**config.mk**
```make
export PLATFORM = sky130hd
export DESIGN_NAME = cfg_par_port
export DESIGN_NICKNAME = d
export VERILOG_FILES = /design/src/rtl/cfg_par_pkg.sv /design/src/rtl/cfg_bus_map.sv /design/src/rtl/cfg_crc16.sv /design/src/rtl/cfg_buf.sv /design/src/rtl/cfg_par_port.sv
export SDC_FILE = /design/constraint.sdc
export NUM_CORES = 1
export LEC_CHECK = 0
export CAP_MARGIN = 20
export CORE_MARGIN = 8
export CORE_UTILIZATION = 55
export DETAILED_ROUTE_END_ITERATION = 8
export PLACE_DENSITY = 0.78
export SLEW_MARGIN = 20
export SYNTH_ARGS = -nofsm -noshare
export SYNTH_HDL_FRONTEND = slang
export SYNTH_SLANG_ARGS = --single-unit
```
**constraint.sdc**
```tcl
create_clock -name clk_i -period 2.9 [get_ports clk_i]
set_input_delay 0.58 -clock clk_i [delete_from_list [all_inputs] [get_ports clk_i]]
set_output_delay 0.58 -clock clk_i [all_outputs]
set_load 0.05 [all_outputs]
```
**src/rtl/cfg_par_pkg.sv**
```systemverilog
package cfg_par_pkg;
  typedef enum logic [2:0] {
    ST_CLR, ST_WAIT, ST_LOAD, ST_DONE, ST_ERR, ST_ABORT
  } cfg_state_e;

  localparam logic [15:0] CRC_POLY = 16'h1021;
  localparam logic [15:0] CRC_SEED = 16'hFFFF;

  function automatic logic [15:0] crc16_step(input logic [15:0] crc, input logic [7:0] b);
    logic [15:0] c;
    c = crc ^ {b, 8'h00};
    for (int i = 0; i < 8; i++) c = c[15] ? ((c << 1) ^ CRC_POLY) : (c << 1);
    return c;
  endfunction
endpackage

```
**src/rtl/cfg_bus_map.sv**
```systemverilog
module cfg_bus_map #(
  parameter int unsigned WIDTH = 8
) (
  input  logic [WIDTH-1:0] a_i,
  output logic [WIDTH-1:0] y_o
);
  for (genvar i = 0; i < WIDTH; i++) begin : g_rev
    assign y_o[i] = a_i[WIDTH-1-i];
  end
endmodule

```
**src/rtl/cfg_crc16.sv**
```systemverilog
module cfg_crc16 (
  input  logic        clk_i,
  input  logic        rst_ni,
  input  logic        init_i,
  input  logic        en_i,
  input  logic [7:0]  byte_i,
  output logic [15:0] crc_o
);
  import cfg_par_pkg::*;

  always_ff @(posedge clk_i or negedge rst_ni) begin
    if (!rst_ni)     crc_o <= CRC_SEED;
    else if (init_i) crc_o <= CRC_SEED;
    else if (en_i)   crc_o <= crc16_step(crc_o, byte_i);
  end

  assert_crc_hold_R5: assert property (@(posedge clk_i) disable iff (!rst_ni)
    (!init_i && !en_i) |=> $stable(crc_o));
endmodule

```
**src/rtl/cfg_buf.sv**
```systemverilog
module cfg_buf #(
  parameter int unsigned DEPTH = 64,
  localparam int unsigned AW   = $clog2(DEPTH)
) (
  input  logic          clk_i,
  input  logic          we_i,
  input  logic [AW-1:0] waddr_i,
  input  logic [7:0]    wdata_i,
  input  logic [AW-1:0] raddr_i,
  output logic [7:0]    rdata_o
);
  logic [7:0] mem_q [DEPTH];

  always_ff @(posedge clk_i) begin
    if (we_i) mem_q[waddr_i] <= wdata_i;
  end

  assign rdata_o = mem_q[raddr_i];
endmodule

```
**src/rtl/cfg_par_port.sv**
```systemverilog
module cfg_par_port #(
  parameter int unsigned LOAD_LEN = 64
) (
  input  logic       clk_i,
  input  logic       rst_ni,
  input  logic       cs_ni,
  input  logic       rdwr_ni,
  input  logic [7:0] data_i,
  output logic [7:0] data_o,
  output logic       data_oe_o,
  input  logic       stat_i,
  output logic       stat_oe_o,
  output logic       done_o
);
  import cfg_par_pkg::*;

  localparam int unsigned AW = $clog2(LOAD_LEN);
  localparam int unsigned CW = AW + 1;

  cfg_state_e    state_q;
  logic [CW-1:0] cnt_q;
  logic [AW-1:0] clr_q, rd_q;
  logic          swept_q, oe_q;
  logic [7:0]    hi_q, dout_q, in_byte, rd_byte;
  logic [15:0]   crc;
  logic          wr_fire, rb_fire, sweep, last, match;

  cfg_bus_map #(.WIDTH(8)) u_map_in  (.a_i(data_i), .y_o(in_byte));
  cfg_bus_map #(.WIDTH(8)) u_map_out (.a_i(dout_q), .y_o(data_o));

  assign wr_fire = (state_q == ST_LOAD) && !cs_ni && !rdwr_ni;
  assign rb_fire = (state_q == ST_DONE) && !cs_ni && rdwr_ni;
  assign sweep   = (state_q == ST_CLR || state_q == ST_ERR || state_q == ST_ABORT) && !swept_q;
  assign last    = cnt_q == CW'(LOAD_LEN - 1);
  assign match   = {hi_q, in_byte} == crc;

  cfg_crc16 u_crc (
    .clk_i, .rst_ni,
    .init_i (state_q == ST_WAIT),
    .en_i   (wr_fire && (cnt_q < CW'(LOAD_LEN - 2))),
    .byte_i (in_byte),
    .crc_o  (crc)
  );

  cfg_buf #(.DEPTH(LOAD_LEN)) u_buf (
    .clk_i,
    .we_i    (wr_fire || sweep),
    .waddr_i (sweep ? clr_q : cnt_q[AW-1:0]),
    .wdata_i (sweep ? 8'h00 : in_byte),
    .raddr_i (rd_q),
    .rdata_o (rd_byte)
  );

  always_ff @(posedge clk_i or negedge rst_ni) begin
    if (!rst_ni) begin
      state_q <= ST_CLR;
      cnt_q   <= '0;
      clr_q   <= '0;
      swept_q <= 1'b0;
      hi_q    <= '0;
    end else begin
      if (sweep) begin
        clr_q <= clr_q + 1'b1;
        if (clr_q == AW'(LOAD_LEN - 1)) swept_q <= 1'b1;
      end
      if (wr_fire) begin
        cnt_q <= cnt_q + 1'b1;
        if (cnt_q == CW'(LOAD_LEN - 2)) hi_q <= in_byte;
      end
      unique case (state_q)
        ST_CLR:  if (clr_q == AW'(LOAD_LEN - 1)) state_q <= ST_WAIT;
        ST_WAIT: if (stat_i) begin
          state_q <= ST_LOAD;
          swept_q <= 1'b0;
          clr_q   <= '0;
        end
        ST_LOAD: begin
          if (wr_fire && last) state_q <= match ? ST_DONE : ST_ERR;
          else if (rdwr_ni && cnt_q != '0) state_q <= ST_ABORT;
        end
        default: ;
      endcase
    end
  end

  // readback path
  always_ff @(posedge clk_i or negedge rst_ni) begin
    if (!rst_ni) begin
      rd_q   <= '0;
      dout_q <= '0;
      oe_q   <= 1'b0;
    end else begin
      oe_q <= rb_fire;
      if (rb_fire) begin
        dout_q <= rd_byte;
        rd_q   <= (rd_q == AW'(LOAD_LEN - 1)) ? '0 : rd_q + 1'b1;
      end
    end
  end

  assign data_oe_o = oe_q;
  assign stat_oe_o = (state_q == ST_CLR) || (state_q == ST_ERR);
  assign done_o    = (state_q == ST_DONE);

  assert_rb_drive_R8: assert property (@(posedge clk_i) disable iff (!rst_ni)
    (state_q == ST_DONE && !cs_ni && rdwr_ni) |=> data_oe_o);
  assert_oe_gated_R9: assert property (@(posedge clk_i) disable iff (!rst_ni)
    !(state_q == ST_DONE && !cs_ni && rdwr_ni) |=> !data_oe_o);
  assert_done_hold_R5: assert property (@(posedge clk_i) disable iff (!rst_ni)
    done_o |=> done_o);
  assert_err_hold_R6: assert property (@(posedge clk_i) disable iff (!rst_ni)
    (state_q == ST_ERR) |=> (stat_oe_o && !done_o));
  assert_abort_R7: assert property (@(posedge clk_i) disable iff (!rst_ni)
    (state_q == ST_LOAD && rdwr_ni && cnt_q != '0) |=> (state_q == ST_ABORT));
  assert_wait_gate_R3: assert property (@(posedge clk_i) disable iff (!rst_ni)
    (state_q == ST_WAIT && !stat_i) |=> (state_q == ST_WAIT && cnt_q == '0));
  assert_cnt_step_R4: assert property (@(posedge clk_i) disable iff (!rst_ni)
    (state_q == ST_LOAD && !cs_ni && !rdwr_ni) |=> (cnt_q == $past(cnt_q) + 1'b1));
  assert_clear_pull_R2: assert property (@(posedge clk_i) disable iff (!rst_ni)
    (state_q == ST_CLR) |-> (stat_oe_o && !data_oe_o));
endmodule

```
[After elaboration in Yosys (flattened, before gate mapping)]
Memory sizes are Yosys's and may differ from the RTL's. A register that Yosys moved wholly into a read port is not among the register bits.
Cells that the tools add are included.
Cells by class
  multiply operators: 0
  equal/unequal tests: 13
  divide/modulo/power cells: 0
  mux-type cells: 28
  add/sub/neg operators: 3
  magnitude comparators: 1
  reduce and logical (&&, ||, !) cells: 21
  bitwise gates (word level): 9
  shift-type cells: 0
Operators with widths (count)
  $mux 13: 8
  $mux 16: 2
  $mux 6: 5
  $not 3->3: 8
  $eq 16x16->1: 1
  $xor 16x16->16: 1
  $mux 3: 5
  $eq 7x6->1 const B: 2
  $add 6x1->6 const B: 2
  $eq 6x6->1 const B: 2
  $pmux 3 s3: 1
  $logic_and 1x1->1: 8
  $mux 8: 1
  $add 7x1->7 const B: 1
  $lt 7x6->1 const B: 1
  $reduce_bool 7->1: 1
  $eq 3x2->1 const B: 2
  $eq 3x3->1 const B: 2
  $mux 1: 6
  $logic_not 1->1: 4
  $ne 2x2->1 const B: 2
  $reduce_and 4->1: 1
  $eq 3x1->1 const B: 1
  $logic_not 3->1: 1
  5 further kinds: 7
Storage, ports and cells
  RAM bits: 512
  flip-flop bits (word level): 48
  bits in read-only memories: 0
  bits in latches: 0
  memories kept: 1
Memories
  u_buf.mem_q: words 64, bits a word 8, rd ports 1, clocked after Yosys merged registers in 1, write ports 1, RTL line cfg_buf.sv:12  | logic [7:0] mem_q [DEPTH];

[Logic depth before layout (Yosys ltp)]
Gate-level depths: netlist of run 1.
  depth after elaboration: 19
  mapped depth: 9
  mapped depth without buffers: 7

[Cells and area by module]
Synthesis of run 1 repeated with hierarchy kept, for this count alone.
Second synthesis, totals
  cell total of the unflattened synthesis: 1224
  area, all modules: 23339.9 sq um
Modules (own cells, without submodules)
  cfg_buf: times used 1, sequential area each 15374.7 sq um, cells an instance 932, area each 20006.7 sq um
  cfg_par_port: times used 1, sequential area each 1001.0 sq um, cells an instance 196, area each 2174.6 sq um
  cfg_crc16: times used 1, sequential area each 420.4 sq um, cells an instance 80, area each 1038.5 sq um
  cfg_bus_map: times used 2, sequential area each 0.0 sq um, cells an instance 8, area each 60.1 sq um

[Worst setup path before layout of run 1]
OpenSTA, ideal clock, no wires.
  path type: reg-to-reg
  from: register state_q[0]
  to: memory u_buf.mem_q[0][0] (data pin)
  setup time: 0.367 ns
  slack: 0.382 ns
  arrival time: 2.151 ns
  cell stages (with the launch flop): 6
  buffers on the path: 2
  required time: 2.533 ns
  clock period less this slack: 2.518 ns
  cells stage by stage: dfrtp_1 nor2b_1 or3_1 buf_2 clkbuf_1 and2_1
On the way
  cells in the longest elaborated chain, start to end: 5
RTL lines
  start: declaration: RTL line cfg_par_port.sv:20  | cfg_state_e state_q;
  start signal: assignment: RTL line cfg_par_port.sv:78  | if (wr_fire && last) state_q <= match ? ST_DONE : ST_ERR;
  $eq 3x3->1 / $logic_not 3->1 (equally long branches): RTL line cfg_par_port.sv:33  | assign sweep = (state_q == ST_CLR || state_q == ST_ERR || state_q == ST_ABORT) && !swept_q;
  $logic_or 1x1->1: RTL line cfg_par_port.sv:33
  $logic_or 1x1->1 (*): RTL line cfg_par_port.sv:33
  $logic_and 1x1->1 (*): RTL line cfg_par_port.sv:33
  $mux 8 (*): RTL line cfg_par_port.sv:49  | .wdata_i (sweep ? 8'h00 : in_byte),
  net u_buf.wdata_i[0]: RTL line cfg_buf.sv:8  | input logic [7:0] wdata_i,
  end: declaration: RTL line cfg_buf.sv:12
Mark *: on every way through the listed nets, which the timed path passes. The rest lies on a longest branch.

[Worst setup path in the final report of run 1]
  from: register state_q[0]
  to: memory u_buf.mem_q[1][7] (enable)
On the way
  cells in the longest elaborated chain, start to end: 7
RTL lines
  $eq 3x3->1 / $logic_not 3->1 (equally long branches): RTL line cfg_par_port.sv:33
  $logic_or 1x1->1 (2 in series): RTL line cfg_par_port.sv:33
  $logic_and 1x1->1: RTL line cfg_par_port.sv:33
  $logic_or 1x1->1: RTL line cfg_par_port.sv:47  | .we_i (wr_fire || sweep),
  $mux 1: RTL line cfg_buf.sv:15  | if (we_i) mem_q[waddr_i] <= wdata_i;
  $mux 1 (not written as such): RTL line cfg_buf.sv:15
Parallel ways exist; a longest one is shown, timed or not.

==> results of run 1 <==
what timing repair did:
item | in CTS | in global routing
setup buffers | 0 | 0
hold buffers | 0 | 0
resized for setup | 1 | 0
setup endpoints to repair | 1 | 0
report_power, final:
group | leakage, nW | internal [mW] | total (mW) | switching [mW]
combinational | 2.63 | 2.58 | 6.65 | 4.07
sequential | 5.37 | 10.2 | 10.6 | 0.457
clock | 0.906 | 4.19 | 7.25 | 3.06
total | 8.90 | 17.0 | 24.5 | 7.58
per-stage QoR:
stage	area (um2)	hold WS [ns]	std cells	TNS, ns	util, %
3_5_place_dp	24900	0.515	1985	-0.888	59.6
3_3_place_gp	24900	0.507	1985	-0.364	59.6
4_1_cts	26700	0.0372	2091	0	64.0
5_1_grt	26700	0.0833	2091	0	64.0
6_report	26700	0.0242	2091	0	64.0
2_1_floorplan	23100	0.284	1361	0	-
synthesized netlist by cell type (23+ instances only):
| master | number |
|---|---|
| edfxtp_1 | 512 |
| mux2i_1 | 186 |
| nor2_1 | 84 |
| nand2_1 | 73 |
| mux4_2 | 51 |
| a21oi_1 | 40 |
| a22oi_1 | 40 |
| dfrtp_1 | 40 |
| buf_2 | 33 |
| nand3_1 | 31 |
| xor2_1 | 28 |
| xnor2_1 | 25 |
| clkbuf_1 | 23 |
cells in the final DEF, fill, tap and decap left out, types with 12 or more instances in the layout:
| cell | n |
|---|---|
| mux4_2 | 51 |
| xnor2_1 | 25 |
| clkinv_2 | 14 |
| clkbuf_16 | 58 |
| dfrtp_1 | 37 |
| nand3_1 | 31 |
| a22oi_1 | 40 |
| buf_12 | 14 |
| dfstp_2 | 16 |
| nor2_1 | 84 |
| buf_4 | 118 |
| mux2i_1 | 186 |
| mux2_2 | 13 |
| xor2_1 | 28 |
| a22o_1 | 17 |
| edfxtp_1 | 512 |
| clkinv_1 | 12 |
| a21oi_1 | 40 |
| clkdlybuf4s50_1 | 21 |
| nand2_1 | 73 |
kinds of logic after synthesis:
kind of cell	Yosys count	share of synthesized area (%)
XOR/XNOR	53	2.01
buffers and inverters	77	1.66
multiplexers	250	13.6
AND/OR/NAND/NOR	255	5.21
flip-flops	568	72.6
adder cells (fa/ha/maj)	5	0.270
AO/OA/AOI/OAI	153	4.65
layout make-up:
cell class | instances | share of cell area [%]
Tap cell | 539 | 2.52
Sequential cell | 568 | 62.9
Clock inverter | 39 | 1.35
Inverter | 7 | 0.0983
Clock buffer | 67 | 5.56
Multi-Input combinational cell | 716 | 22.4
Timing Repair Buffer | 155 | 5.20
flip-flops by register name (all words and copies together), names as in the netlist:
register and cells:
clr_q 6, cnt_q 7, data_oe_o 1, dout_q 8, hi_q 8, rd_q 6, state_q 3, swept_q 1
u_buf.mem_q 512, u_crc.crc_o 16
worst paths after layout:
kind                                startpoint                end  slack, ns  depth (start not counted)
worst max-delay path                state_q[0]  u_buf.mem_q[1][7]       0.14                          6
worst min-delay path                    rst_ni         state_q[0]       0.02                          1
worst max register to register      state_q[0]  u_buf.mem_q[1][7]       0.14                          6
max in group asynchronous               rst_ni            rd_q[2]       2.25                          2
worst min register to register  u_crc.crc_o[8]     u_crc.crc_o[8]       0.52                          2
min in group clk_i              u_crc.crc_o[8]     u_crc.crc_o[8]       0.52                          2
worst max-delay path, cell delays in order, from the launching register on:
cell	delay [ns]
dfrtp_1	0.42
nor2b_1	0.20
or3_1	0.50
mux2_2	0.31
nand2_1	0.09
buf_4	0.17
nor2_1	0.73
routing by layer:
layer  wire length (um)  GRT usage, %  vias up
met5                  0             0        -
li1                   -             -     5622
met4               1570          7.49        0
met2              25100          33.9      624
met1              21800          29.2     6470
met3               4300          4.17      112
==> qor.yml, run 1 <==
sta:
  fin_ws_ns: 0.137
  min_period_ns: 2.76
  fmax_ghz: 0.362
  maxSlewHeadroom_pct: 36.4
  hold_violations: 0
  worst_pin_slew_ns: 0.950
  finalClockSkew_ns: 0.0279
  report.final.slew_viol_count: 0
  fin_crit_sh_pct: 95.3
  rsz0062_at_grt: "no"
  setup_viol: 0
synthesis:
  synth_flop_cell: "edfxtp_1"
  async_flop_share_pct: 9.86
  ys_top_cells_by_area: "edfxtp_1 (66%), mux2i_1 (8.0%), mux4_2 (5.0%), dfrtp_1 (4.3%), dfstp_2 (1.8%)"
  syn_nets: 1379
  syn_inst: 1361
  yosysTopAreaCell: "edfxtp_1"
  yosysUniqueCellTypes: 52
  syn_area_um2: 23100
  yosys_warnings: 0
  ys_seq_elements: 568
  seq_area_frac_synth_pct: 72.6
  avgSynthCellArea_um2: 17.0
  synth_edf_count: 512
  yosysTopAreaCellShare_pct: 66.4
clock_network:
  cts_buffer_depth: 3
  cts.sinks: 568
  cts_tree: "yes"
  worstSkewPairLatency_ns: 0.61
  cts_buffers: 56
  htreeDepth: 2
  clk_pin_slew_ns: 0.06
  clock-root-buffer: "clkbuf_16"
worst_setup_path:
  worstPathArrival_ns: 3.00
  start_kind: "flip-flop"
  end_kind: "flip-flop"
  path_class: "reg -> reg"
  cp_data_required_time_ns: 3.14
  critPathMaxFanout: 8
global_route:
  grt_pass1_wl_um: 80000
  grtUsageTotal_pct: 21.3
  antenna_found_initial: 0
  gr-total-overflow: 0
  grt_pass1_vias: 13100
  grt_max_degree: 65
drt:
  vias: 12800
  ant_nets: 0
  drtIter0Drc: 1534
  wirelength_um: 52800
  vias_per_cell: 6.13
  wl_per_cell_um: 25.2
  drc: 0
  dr.pass1.iters: 5
power_and_ir_drop:
  power.density_nw_per_um2: 918
  vdd_drop_max_mv: 0.628
  p_leak_nw: 8.90
  power_mw: 24.5
placement:
  io_buffers: 23
  place.detailed.hpwl_um: 33100
  gp_congestion: 0.923
  pre_cts_slack_ns: -0.107
run_status:
  outcome: "finished, final reports clean"
floorplan:
  placementRows: 75
  die_x_um: 221
  start_util_pct: 55.4
  die_area_um2: 48900
  io_pins: 24
  core_region_area_um2: 41800
  die_h_um: 221
hold_path:
  hold_class: "in -> async"
layout:
  antennaDiodeCount: 0
  area.growth.synth_to_final_pct: 15.5
  nets: 1522
  fill_cells: 2822
  drive_gt1_share_pct: 20.6
  regArea_um2: 16800
  multi_input_area_um2: 5980
job:
  max_cap_violations: 0
Note: power is estimated with default switching activity, not from simulation.
==> run 2, diff against run 1 <==
--- a/config.mk
+++ b/config.mk
@@ -9,8 +9,10 @@
 export CORE_MARGIN = 8
 export CORE_UTILIZATION = 55
 export DETAILED_ROUTE_END_ITERATION = 8
+export GPL_ROUTABILITY_DRIVEN = 0
 export PLACE_DENSITY = 0.78
 export SLEW_MARGIN = 20
 export SYNTH_ARGS = -nofsm -noshare
 export SYNTH_HDL_FRONTEND = slang
 export SYNTH_SLANG_ARGS = --single-unit
+export TNS_END_PERCENT = 10
==> results of run 2 <==
Final layout, timing and power as in run 1 (identical DEF).
==> run 3, diff against run 2 <==
--- a/config.mk
+++ b/config.mk
@@ -10,6 +10,7 @@
 export CORE_UTILIZATION = 55
 export DETAILED_ROUTE_END_ITERATION = 8
 export GPL_ROUTABILITY_DRIVEN = 0
+export GPL_TIMING_DRIVEN = 1
 export PLACE_DENSITY = 0.78
 export SLEW_MARGIN = 20
 export SYNTH_ARGS = -nofsm -noshare
==> results of run 3 <==
Final layout, timing and power as in run 1 (identical DEF).
